## src/rtl/ifs_pkg.sv

```systemverilog
package ifs_pkg;
    // Decision states of the fill scope unit
    typedef enum logic [2:0] {
        SC_NONE     = 3'd0,
        SC_OWN      = 3'd1,
        SC_OWN_NEXT = 3'd2,
        SC_TGT      = 3'd3,
        SC_TGT_NEXT = 3'd4
    } scope_e;

    // Interruptions that forbid any instruction-side fill
    localparam int ITLB_MISS_NUM  = 6;
    localparam int IPROT_TRAP_NUM = 7;
endpackage

```

## src/rtl/ifs_classify.sv

```systemverilog
module ifs_classify
    import ifs_pkg::*;
#(
    parameter int INTR_W     = 5,
    parameter int OFF_W      = 12,
    parameter int INSTR_LOG2 = 2
) (
    input  logic              exec_vld,
    input  logic              nullified,
    input  logic              intr_vld,
    input  logic [INTR_W-1:0] intr_num,
    input  logic              br_vld,
    input  logic              br_taken,
    input  logic              br_nullified,
    input  logic [OFF_W-1:0]  tgt_off,
    input  logic              slot_trap,
    input  logic              br_grp4,
    input  logic              io_space,
    output scope_e            scope_d
);
    localparam int          PAGE_BYTES = 1 << OFF_W;
    localparam int          LAST_OFF   = PAGE_BYTES - (1 << INSTR_LOG2);
    localparam logic [OFF_W-1:0] LAST_OFF_V = OFF_W'(LAST_OFF);

    logic fetch_trap;
    logic blocked;
    logic br_live;
    logic tgt_last;

    always_comb begin
        fetch_trap = intr_vld && ((intr_num == INTR_W'(ITLB_MISS_NUM)) ||
                                  (intr_num == INTR_W'(IPROT_TRAP_NUM)));
        blocked    = !exec_vld || io_space || fetch_trap;
        br_live    = br_vld && br_taken && !br_nullified;
        tgt_last   = (tgt_off >= LAST_OFF_V);

        if (blocked) begin
            scope_d = SC_NONE;
        end else if (nullified) begin
            scope_d = SC_OWN;
        end else if (br_live && br_grp4) begin
            scope_d = SC_TGT;
        end else if (br_live && slot_trap && tgt_last) begin
            scope_d = SC_TGT_NEXT;
        end else if (br_live) begin
            scope_d = SC_TGT;
        end else begin
            scope_d = SC_OWN_NEXT;
        end
    end
endmodule

```

## src/rtl/ifs_page_sel.sv

```systemverilog
module ifs_page_sel
    import ifs_pkg::*;
#(
    parameter int PAGE_W = 20
) (
    input  scope_e            scope_d,
    input  logic              c_bit,
    input  logic [PAGE_W-1:0] phys_page,
    input  logic [PAGE_W-1:0] virt_page,
    input  logic [PAGE_W-1:0] tgt_page,
    output logic [PAGE_W-1:0] prim_d,
    output logic [PAGE_W-1:0] succ_d
);
    localparam logic [PAGE_W-1:0] ONE_PG = PAGE_W'(1);

    logic [PAGE_W-1:0] own_page;

    always_comb begin
        own_page = c_bit ? virt_page : phys_page;
        unique case (scope_d)
            SC_OWN: begin
                prim_d = own_page;
                succ_d = '0;
            end
            SC_OWN_NEXT: begin
                prim_d = own_page;
                succ_d = own_page + ONE_PG;
            end
            SC_TGT: begin
                prim_d = tgt_page;
                succ_d = '0;
            end
            SC_TGT_NEXT: begin
                prim_d = tgt_page;
                succ_d = tgt_page + ONE_PG;
            end
            default: begin
                prim_d = '0;
                succ_d = '0;
            end
        endcase
    end
endmodule

```

## src/rtl/ifill_scope.sv

```systemverilog
module ifill_scope
    import ifs_pkg::*;
#(
    parameter int ADDR_W     = 32,
    parameter int OFF_W      = 12,
    parameter int INSTR_LOG2 = 2,
    parameter int INTR_W     = 5
) (
    input  logic                clk,
    input  logic                rst_n,
    input  logic                exec_vld,
    input  logic                nullified,
    input  logic                intr_vld,
    input  logic [INTR_W-1:0]   intr_num,
    input  logic                br_vld,
    input  logic                br_taken,
    input  logic                br_nullified,
    input  logic [ADDR_W-1:0]   br_target,
    input  logic                slot_trap,
    input  logic                br_grp4,
    input  logic                c_bit,
    input  logic [ADDR_W-OFF_W-1:0] phys_page,
    input  logic [ADDR_W-OFF_W-1:0] virt_page,
    input  logic                io_space,
    input  logic                combined_tlb,
    input  logic                u_bit,
    input  logic                next_page_permit,
    output logic                fill_vld,
    output logic [ADDR_W-OFF_W-1:0] fill_page,
    output logic                next_vld,
    output logic [ADDR_W-OFF_W-1:0] next_page,
    output logic                undef_flag
);
    localparam int PAGE_W = ADDR_W - OFF_W;
    localparam logic [PAGE_W-1:0] ONE_PG = PAGE_W'(1);

    scope_e            scope_d, scope_q;
    logic [PAGE_W-1:0] prim_d, succ_d, prim_q, succ_q;
    logic              permit_q;
    logic              undef_q;

    ifs_classify #(
        .INTR_W     (INTR_W),
        .OFF_W      (OFF_W),
        .INSTR_LOG2 (INSTR_LOG2)
    ) u_classify (
        .exec_vld     (exec_vld),
        .nullified    (nullified),
        .intr_vld     (intr_vld),
        .intr_num     (intr_num),
        .br_vld       (br_vld),
        .br_taken     (br_taken),
        .br_nullified (br_nullified),
        .tgt_off      (br_target[OFF_W-1:0]),
        .slot_trap    (slot_trap),
        .br_grp4      (br_grp4),
        .io_space     (io_space),
        .scope_d      (scope_d)
    );

    ifs_page_sel #(
        .PAGE_W (PAGE_W)
    ) u_page_sel (
        .scope_d   (scope_d),
        .c_bit     (c_bit),
        .phys_page (phys_page),
        .virt_page (virt_page),
        .tgt_page  (br_target[ADDR_W-1:OFF_W]),
        .prim_d    (prim_d),
        .succ_d    (succ_d)
    );

    // State register: one decision per event
    always_ff @(posedge clk or negedge rst_n) begin
        if (!rst_n) begin
            scope_q  <= SC_NONE;
            prim_q   <= '0;
            succ_q   <= '0;
            permit_q <= 1'b0;
            undef_q  <= 1'b0;
        end else begin
            scope_q  <= scope_d;
            prim_q   <= prim_d;
            succ_q   <= succ_d;
            permit_q <= next_page_permit;
            undef_q  <= exec_vld && combined_tlb && u_bit;
        end
    end

    // Output decode from the held state
    always_comb begin
        fill_vld   = 1'b0;
        fill_page  = '0;
        next_vld   = 1'b0;
        next_page  = '0;
        undef_flag = undef_q;
        unique case (scope_q)
            SC_OWN, SC_TGT: begin
                fill_vld  = 1'b1;
                fill_page = prim_q;
            end
            SC_OWN_NEXT, SC_TGT_NEXT: begin
                fill_vld  = 1'b1;
                fill_page = prim_q;
                next_vld  = permit_q;
                next_page = permit_q ? succ_q : '0;
            end
            default: begin
                fill_vld = 1'b0;
            end
        endcase
    end


    idle_nofill_chk: assert property (@(posedge clk) disable iff (!rst_n)
        !exec_vld |=> (!fill_vld && !next_vld));


    permit_gate_chk: assert property (@(posedge clk) disable iff (!rst_n)
        !next_page_permit |=> !next_vld);


    nullified_own_chk: assert property (@(posedge clk) disable iff (!rst_n)
        (exec_vld && nullified) |=> !next_vld);


    succ_page_chk: assert property (@(posedge clk) disable iff (!rst_n)
        next_vld |-> (fill_vld && (next_page == fill_page + ONE_PG)));


    untaken_own_chk: assert property (@(posedge clk) disable iff (!rst_n)
        (exec_vld && !io_space && !intr_vld && br_vld && !br_taken) |=>
            (fill_vld && fill_page == ($past(c_bit) ? $past(virt_page) : $past(phys_page))));


    grp4_nosucc_chk: assert property (@(posedge clk) disable iff (!rst_n)
        (exec_vld && br_vld && br_taken && !br_nullified && br_grp4) |=> !next_vld);


    fetch_trap_chk: assert property (@(posedge clk) disable iff (!rst_n)
        (intr_vld && (intr_num == INTR_W'(ITLB_MISS_NUM) || intr_num == INTR_W'(IPROT_TRAP_NUM)))
            |=> !fill_vld);


    io_nofill_chk: assert property (@(posedge clk) disable iff (!rst_n)
        io_space |=> (!fill_vld && !next_vld));
endmodule

```

## config.mk

```make
export PLATFORM = sky130hd
export DESIGN_NAME = ifill_scope
export DESIGN_NICKNAME = d
export VERILOG_FILES = /design/src/rtl/ifs_pkg.sv /design/src/rtl/ifs_classify.sv /design/src/rtl/ifs_page_sel.sv /design/src/rtl/ifill_scope.sv
export SDC_FILE = /design/constraint.sdc
export NUM_CORES = 1
export LEC_CHECK = 0
export BUFFER_PORTS_ARGS = -buffer_cell sky130_fd_sc_hd__clkbuf_2
export CORE_ASPECT_RATIO = 1.5
export CORE_UTILIZATION = 37
export DETAILED_ROUTE_END_ITERATION = 8
export GPL_ROUTABILITY_DRIVEN = 1
export PLACE_DENSITY = 0.65
export SETUP_SLACK_MARGIN = 0.3
export SYNTH_ARGS = -nofsm -noshare
export SYNTH_HDL_FRONTEND = slang
export SYNTH_SLANG_ARGS = --single-unit
```

## constraint.sdc

```tcl
create_clock -name clk -period 1.4 [get_ports clk]
set_clock_uncertainty 0.15 [all_clocks]
set_input_delay 0.07 -clock clk [delete_from_list [all_inputs] [get_ports clk]]
set_output_delay 0.07 -clock clk [all_outputs]
set_load 0.02 [all_outputs]
```

==> reports/results.ini <==
[status]
status=finished, violations left
violations=negative setup slack

[placement]
port_buffers=131
place_hpwl_microns=8548
place_inst=694
gp_congestion=0.9782

[clock_tree]
h-tree-depth=2
cts_root_buf=clkbuf_16
numCtsBuffers=5
cts_buffer_depth=2
cts_sinks=45
clk_pin_slew_worst_paths_ns=0.06
cts_tree=yes

[detailed_routing]
wl_per_cell_microns=16.61
drt_iter0_markers=199
ant_nets=0
vias=3920
drc=0
viasPerCell=5.297
dr.pass1.iters=5
drt-total-wl_microns=12290

[worst_setup_path]
crit_fanout=5
end_kind=register
cp.required_ns=1.44
cp.arrival_ns=2.39
worstSetupStartpointType=input pin
crit_start=br_grp4
worstSetupPathType=in -> reg

[sta]
slew_violations=0
layout_min_cycle_time_ns=2.344
tightestPinTransition_ns=0.5326
clock.fmax_mhz=426.6
timing.final.crit_share_pct=167.4
worst_slack_ns=-0.9441
finalSetupViolations=62
hold_viol_final=0
slew-limit-headroom_pct=63.48
rsz0062_at_grt=true

[grt]
first_global_vias=3814
grt_use_total_pct=26.53
grt_max_degree=46
antenna_found_initial=0
grt_pass1_wl_microns=18260
gr-total-overflow=0

[logic_synthesis]
synth_seq_area_share_pct=35.28
syn_area_sq_um=3192
synth_edf_count=0
synth_top_area_share_pct=35.28
yosys-top-cells-area=dfrtp_1 35%, mux2i_1 9.1%, and2_1 8.2%, o21ai_0 5.3%, xnor2_1 4.7%
avgSynthCellArea_sq_um=8.627
yosysUniqueCellTypes=47
synth_largest_area_cell=dfrtp_1
ys_seq_elements=45
synth_nets=463
ys.flop_type=dfrtp_1
yosys_warnings=0
async_flop_share_pct=100.0
synth_commonest_cells=45 x dfrtp_1, 42 x and2_1, 34 x o21ai_0, 30 x nand2_1, 29 x mux2i_1
synthMostInstantiatedCell=dfrtp_1
syn-instance-count=370

[worst_hold_path]
whs_path_depth=3
hold_class=in -> reg
min_from=phys_page[14]

[die]
initial_core_util_pct=37.94
die_w_microns=77.84
core-area_sq_um=8413
die_h_microns=115.8
dieArea_sq_um=9010
io-pin-count=135
row_count=41

[finish]
nNetsFinal=725
instances_no_fill=740
fin_util_pct=75.31
syn2layout_area_growth_pct=98.51
antenna_cells=0
drive_gt1_share_pct=59.24
n_fill_cell=590

[power_and_ir_drop]
power_leakage_nw=2.928
peakVddDrop_v=0.0004782
p_per_area_nw_per_um2=604.8

[job]
maxCapViolations=0

-- critical path: stages --
cell and delay, ns:
clkbuf_2 0.08, nand4b_1 0.18, buf_4 0.16, nor4_4 0.31, nand2_8 0.12, a21oi_4 0.19
ha_4 0.18, and3_4 0.19, nand3_2 0.05, or4_4 0.47, o32ai_2 0.13, mux2i_1 0.25
-- worst paths after layout --
path,to
min in group asynchronous,undef_flag
max in group asynchronous,succ_q[3]
hold / removal,prim_q[14]
setup / recovery,succ_q[18]
-- cell type report --
type | count | area [sq um] | area share [%]
flip-flops and latches | 45 | 1126 | 17.77
inverters | 3 | 13.76 | 0.2172
multi-input cells | 300 | 2437 | 38.47
well taps | 107 | 133.9 | 2.113
clock inverters | 1 | 30.03 | 0.4739
repair buffers | 277 | 2452 | 38.70
clock buffers | 7 | 142.6 | 2.251
-- sequential cells by signal, summed over array words and instances, names as in the netlist --
register / flops
prim_q: 20
succ_q: 20
scope_q: 3
permit_q: 1
undef_flag: 1
-- power by group --
group | leakage [nW] | internal (mW) | switching [mW]
sequential | 0.611 | 1.35 | 0.0201
clock | 0.0841 | 0.890 | 0.434
combinational | 2.23 | 0.614 | 0.523
-- metal layers --
layer	vias up	routed length [microns]	GRT usage, %
li1	1867	-	-
met1	1818	4521	31.57
met3	42	658	1.732
met4	0	539	15.09
met2	193	6572	47.32
met5	-	0	0
-- stage by stage --
stage | instance area (sq um) | setup WS [ns] | setup TNS (ns) | power, mW | hold WS (ns)
after CTS | 5974 | -0.8830 | -23.79 | 3.734 | 0.008964
after global routing | 6336 | -1.018 | -31.22 | 3.980 | 0.01637
after global placement | 4975 | -1.149 | -20.49 | 2.247 | 0.01356
final | 6336 | -0.9441 | -27.63 | 3.832 | 0.01350
after detailed placement | 4975 | -1.247 | -21.76 | 2.263 | 0.01501
after floorplan | 3568 | -1.421 | -15.21 | 1.766 | -0.3756
-- repair_timing --
| item | 4_1_cts | 5_1_grt |
|---|---|---|
| endpoints found under the setup margin | 83 | 85 |
| endpoints found under the hold margin | 54 | 0 |
| hold buffers | 12 | 0 |
| pin swaps | 19 | 13 |
| buffers inserted | 8 | 11 |
| cloned | 6 | 1 |
| resized for setup | 116 | 84 |
-- cells by family after synthesis --
family                     count (synthesis)  synth area share [%]
AOI/OAI and AO/OA                         79                 15.88
xor gates and xnor gates                  21                 5.762
adders and majority gates                  1                0.3919
buffers and inverters                     25                 3.136
DFF                                       45                 35.28
muxes                                     32                 10.15
and+or+nand+nor                          167                 29.40
-- layout by cell type, fill, tap and decap left out, types with 5 or more instances in the layout --
cell type,synthesis,final
o21ai_1,0,19
buf_8,0,46
nor3_1,11,10
nand3_1,16,14
dfrtp_1,45,45
clkbuf_16,0,7
o21ai_0,34,10
dlygate4sd3_1,0,12
nand2_1,30,24
nand2_2,0,5
nor2_1,19,13
buf_4,0,100
nand4_1,11,11
and2_4,0,41
mux2i_1,29,24
clkbuf_2,0,87
mux2i_2,0,5
a21boi_0,8,7
buf_6,0,23
xnor2_1,17,15
or3_1,11,10
No activity file was read; power rests on OpenSTA's default activity.
